`config.mk`:
```
export PLATFORM = sky130hd
export DESIGN_NAME = rsync_cal_eval
export DESIGN_NICKNAME = d
export VERILOG_FILES = /design/src/rtl/rsync_cal_eval.sv
export SDC_FILE = /design/constraint.sdc
export NUM_CORES = 1
export LEC_CHECK = 0
export ABC_AREA = 1
export ABC_CLOCK_PERIOD_IN_PS = 8050
export BUFFER_PORTS_ARGS = -buffer_cell sky130_fd_sc_hd__buf_2
export CAP_MARGIN = 30
export CORE_MARGIN = 2
export CORE_UTILIZATION = 29
export DETAILED_ROUTE_END_ITERATION = 10
export GPL_TIMING_DRIVEN = 0
export MAX_ROUTING_LAYER = met4
export SETUP_SLACK_MARGIN = 0.5
export SLEW_MARGIN = 20
export SYNTH_ARGS = -nofsm -noshare
export SYNTH_HDL_FRONTEND = slang
export SYNTH_SLANG_ARGS = --single-unit
```
`constraint.sdc`:
```
create_clock -name clk -period 8.05 [get_ports clk]
set_clock_uncertainty 0.05 [all_clocks]
set_input_delay 0.805 -clock clk [delete_from_list [all_inputs] [get_ports clk]]
set_output_delay 0.805 -clock clk [all_outputs]
set_load 0.05 [all_outputs]
```
`src/rtl/rsync_cal_eval.sv`:
```
module rsync_cal_eval #(
  parameter int NPH  = 8,
  parameter int LATW = 3,
  localparam int PHW = (NPH > 1) ? $clog2(NPH) : 1,
  localparam int NLAT = 1 << LATW
) (
  input  logic            clk,
  input  logic            rst_n,
  input  logic            ctl_init_done_i,
  input  logic            ctl_ready_i,
  input  logic            usr_req_i,
  input  logic            usr_wr_i,
  output logic            usr_ack_o,
  output logic            mem_req_o,
  output logic            mem_wr_o,
  input  logic            mem_ack_i,
  input  logic            mem_pass_i,
  input  logic [LATW-1:0] mem_lat_i,
  output logic [PHW-1:0]  phase_o,
  output logic            cal_done_o,
  output logic            cal_ok_o,
  output logic            err_multi_win_o,
  output logic            err_multi_lat_o,
  output logic            err_no_win_o,
  output logic [PHW-1:0]  best_phase_o,
  output logic [LATW-1:0] best_lat_o
);

  typedef enum logic [2:0] {S_IDLE, S_WR, S_RD, S_FIN, S_DONE} st_t;

  st_t             st;
  logic [PHW-1:0]  ph, wstart, wend;
  logic            prev_pass;
  logic [1:0]      nwin;
  logic [NLAT-1:0] lat_seen;
  logic [LATW-1:0] lat_q [NPH];
  logic [PHW:0]    wsum;
  logic [PHW-1:0]  center;
  logic            many_lat;

  assign wsum     = {1'b0, wstart} + {1'b0, wend};
  assign center   = wsum[PHW:1];
  assign many_lat = $countones(lat_seen) > 2;

  assign phase_o   = ph;
  assign mem_req_o = cal_done_o ? usr_req_i : (st == S_WR || st == S_RD);
  assign mem_wr_o  = cal_done_o ? usr_wr_i  : (st == S_WR);
  assign usr_ack_o = cal_done_o & mem_ack_i;

  always_ff @(posedge clk or negedge rst_n) begin
    if (!rst_n) begin
      st <= S_IDLE;
      ph <= '0;
      wstart <= '0;
      wend <= '0;
      prev_pass <= 1'b0;
      nwin <= '0;
      lat_seen <= '0;
      for (int i = 0; i < NPH; i++) lat_q[i] <= '0;
      cal_done_o <= 1'b0;
      cal_ok_o <= 1'b0;
      err_multi_win_o <= 1'b0;
      err_multi_lat_o <= 1'b0;
      err_no_win_o <= 1'b0;
      best_phase_o <= '0;
      best_lat_o <= '0;
    end else begin
      case (st)
        S_IDLE: if (ctl_init_done_i && ctl_ready_i) begin
          st <= S_WR;
          ph <= '0;
          prev_pass <= 1'b0;
          nwin <= '0;
          lat_seen <= '0;
        end
        S_WR: if (mem_ack_i) st <= S_RD;
        S_RD: if (mem_ack_i) begin
          prev_pass <= mem_pass_i;
          lat_q[ph] <= mem_lat_i;
          if (mem_pass_i) begin
            lat_seen[mem_lat_i] <= 1'b1;
            if (!prev_pass) begin
              if (nwin == 2'd0) begin
                wstart <= ph;
                wend <= ph;
              end
              if (nwin != 2'd2) nwin <= nwin + 2'd1;
            end else if (nwin == 2'd1) begin
              wend <= ph;
            end
          end
          if (ph == PHW'(NPH - 1)) st <= S_FIN;
          else begin
            ph <= ph + 1'b1;
            st <= S_WR;
          end
        end
        S_FIN: begin
          st <= S_DONE;
          cal_done_o <= 1'b1;
          err_multi_win_o <= (nwin == 2'd2);
          err_multi_lat_o <= many_lat;
          err_no_win_o <= (nwin == 2'd0);
          if (nwin == 2'd1 && !many_lat) begin
            cal_ok_o <= 1'b1;
            best_phase_o <= center;
            best_lat_o <= lat_q[center];
          end
        end
        default: st <= S_DONE;
      endcase
    end
  end

  AST_START_GATED: assert property (@(posedge clk) disable iff (!rst_n)
    $rose(mem_req_o) && !cal_done_o |-> $past(ctl_init_done_i && ctl_ready_i));
  AST_PHASE_HOLD: assert property (@(posedge clk) disable iff (!rst_n)
    (st == S_WR) |=> $stable(phase_o));
  AST_PHASE_STEP: assert property (@(posedge clk) disable iff (!rst_n)
    (st == S_RD && mem_ack_i) |=> (st == S_FIN) || (phase_o == PHW'($past(phase_o) + 1'b1)));
  AST_OK_CLEAN: assert property (@(posedge clk) disable iff (!rst_n)
    cal_ok_o |-> cal_done_o && !err_multi_win_o && !err_multi_lat_o && !err_no_win_o);
  AST_DONE_STICKY: assert property (@(posedge clk) disable iff (!rst_n)
    cal_done_o |=> cal_done_o && $stable(cal_ok_o) && $stable(err_multi_win_o)
                   && $stable(err_multi_lat_o) && $stable(err_no_win_o));
  AST_FLAG_NEEDS_DONE: assert property (@(posedge clk) disable iff (!rst_n)
    (err_multi_win_o || err_multi_lat_o || err_no_win_o) |-> cal_done_o);

endmodule

```
==> results.md <==
* Seq/Total Area, Yosys at 45.0%
* TritonCTS clock tree: yes
* Period utilization at 44.4%
* Startpoint types: flip-flop
* # setup viols final at 0
* Final Instance Area at 3720 µm²
* Synth cell count leaders: nand2_1 (167), dfrtp_1 (58), inv_1 (56), o21ai_0 (36), nand3_1 (18)
* Core Area at 10800 µm²
* Total Nets Final at 482
* Number of CTS-inserted buffers at 9
* Layout cell share with drive strength beyond 1 at 15.4%
* Drt wl/cell at 11.8 µm
* Post-Syn Area per Cell at 7.69 µm²
* DP Area at 3530 µm²
* Ys flop type: dfrtp_1
* Number of diodes at 0
* Worst setup path class: flip-flop to flip-flop
* Synth-to-Final Area Change at 15.3%
* Max Cap Viol at 0
* HP Class: flip-flop to flip-flop
* Syn Inst Count at 419
* Detailed Route WL at 7110 µm
* Worst-Skew Late Latency at 0.34 ns
* #FFs+latches synth at 58
* Synthesized net count at 445
* Data arrival, critical path at 3.75 ns
* Post-synth ARST share at 100%
* Cell variety after synth at 30
* Post-synth top area share at 45.0%
* Port buffer count at 26
* Slew margin rel. at 49.7%
* Detail Route Antenna Nets at 0
* CTS max path bufs at 2
* Via count of the first global-routing pass at 2744
* CTS clk-pin slew, worst paths at 0.07 ns
* Routed vias/inst at 4.47
* Post-CTS Setup Bufs at 0
* Setup_tns at 0 ns
* EDFF count, synth at 0
* Ports at 28
* Die width at 109 µm
* Die ar. at 12000 µm²
* First-pass GRT wire length at 12300 µm
* Critical Path Fanout Max at 10
* Vias at 2687
* Top cells by area, synth: dfrtp_1 (45%), nand2_1 (19%), inv_1 (6.5%), o21ai_0 (5.6%), ha_1 (3.9%)
* Largest net degree at the start of global routing at 59
* Clock tree sinks at 58
* Initial antenna violation count at 0
* Worst Tran Pin Value at 0.754 ns
* DIE HEIGHT at 109 µm
* F_max at 280 MHz
* DRC Markers at 0
* Global route overflow at 0
* Post-cts sizing count at 0
* First-pass DRT Iterations at 4
* Most common cell in the netlist: nand2_1
* Final Hold Fails at 0
* Leakage power at 1.95 nW
* Detailed placement HPWL at 5110 µm
* VDD IR-drop max at 0.0693 mV
* Row count at 38
* Cell Pwr Density at 192 nW/µm²
* Slew Viols, Final at 0
* H-tree lvl count at 3
* Critical Path Sink Type: flip-flop
* Crit path time final at 3.57 ns
* Gpl congestion at 0.873
* Critical Path RT at 8.23 ns
* RSZ-0062 raised after global routing: false
* Initial Utilization at 29.7%
* GRT Util Overall at 13.7%
* Syn. warnings at 0
* Root Buffer: clkbuf_8
* Post-Layout Cell Count at 601
* Top cell type by total area after synthesis: dfrtp_1
* Status: complete, no violations
* Hold_buf cts at 0
* Drt first-iter violations at 133
* Placed Instances at 585
* Mapped Area at 3220 µm²
per-layer routing:
metal  up-vias  part of all wire, %  GRT usage, %
li1       1367                    -             -
met1      1263                   49          16.8
met2        43                   46          21.6
met3        14                  3.3          4.03
met4         0                  1.9          4.16
met5         -                    0             -
worst paths after layout:
path,from,to,slack [ns],depth (start not counted)
hold / removal,cal_ok_o$_DFFE_PN0P_,cal_ok_o$_DFFE_PN0P_,0.42,1
min in group asynchronous,rst_n,wstart[0]$_DFFE_PN0P_,0.48,1
max in group asynchronous,rst_n,lat_q[0]$_DFFE_PN0P_,6.96,1
hold reg to reg,cal_ok_o$_DFFE_PN0P_,cal_ok_o$_DFFE_PN0P_,0.42,1
setup / recovery,lat_seen[0]$_DFFE_PN0P_,cal_ok_o$_DFFE_PN0P_,4.48,13
setup reg to reg,lat_seen[0]$_DFFE_PN0P_,cal_ok_o$_DFFE_PN0P_,4.48,13
layout by cell type (no fill, tap or decap):
cell type   instances
mux2_2              1
inv_1              56
nand2_2             4
clkinv_1            1
nand4_2             1
o21ai_0            36
clkbuf_1            4
o21ai_2             1
nor2_2              4
clkinvlp_4          1
nand3b_1            4
nor2_1             12
nor2_4              6
o21ai_1             3
buf_2              28
a21oi_1             9
clkbuf_8            9
nand2_4             2
ha_1               10
nand3_2             2
o21a_1              2
buf_4               1
a31oi_1             2
nand4_1             1
buf_6               1
clkinv_2            4
nor3_1              2
bufinv_16           1
nand2_1           167
or2_2               1
or2_4               1
dfrtp_1            58
inv_2               3
nand3_1            18
fa_1                5
where the power goes:
group / total (W) / internal, W / switching (W)
clock: 0.000260 / 0.000141 / 0.000120
sequential: 0.000315 / 0.000306 / 0.00000812
combinational: 0.000137 / 0.0000361 / 0.000101
total: 0.000712 / 0.000483 / 0.000229
sequential cells by signal (all words and copies together), names as in the netlist:
name             cells
lat_q               24
lat_seen             8
best_lat_o           3
best_phase_o         3
phase_o              3
st                   3
wend                 3
wstart               3
nwin                 2
cal_done_o           1
cal_ok_o             1
err_multi_lat_o      1
err_multi_win_o      1
err_no_win_o         1
prev_pass            1
worst max-delay path: stages, from the launching register on:
cell	delay, ns
dfrtp_1	0.41
fa_1	0.55
inv_1	0.05
fa_1	0.45
fa_1	0.49
inv_1	0.04
ha_1	0.20
fa_1	0.48
nand2_1	0.04
o21ai_0	0.06
nor2_1	0.08
nand3_2	0.20
inv_2	0.08
or2_2	0.27
layout make-up:
| class | count | area [µm²] |
|---|---|---|
| Inverter | 60 | 225 |
| Tap cell | 140 | 175 |
| Clock buffer | 10 | 128 |
| Multi-Input combinational cell | 294 | 1510 |
| Timing Repair Buffer | 26 | 133 |
| Clock inverter | 6 | 57.6 |
| Buffer | 7 | 37.5 |
| Sequential cell | 58 | 1450 |
| Fill cell | 1173 | 7120 |
kinds of logic after synthesis:
kind of cell,count (synthesis),share of synthesized area [%]
DFF,58,45.0
muxes,1,0.349
and+or+nand+nor,225,30.9
buffers and inverters,67,8.15
AOI/OAI and AO/OA,53,8.58
adders and majority gates,15,6.99
through the flow:
step           power, W  hold WS, ns  setup WS, ns  util, %
6_report       0.000712        0.417          4.48     34.3
3_3_place_gp   0.000455        0.401          4.45     32.5
4_1_cts        0.000720        0.423          4.44     34.3
2_1_floorplan  0.000420        0.392          4.68        -
5_1_grt        0.000750        0.451          4.30     34.3
3_5_place_dp   0.000458        0.406          4.47     32.6
(Power assumes the default switching activity.)
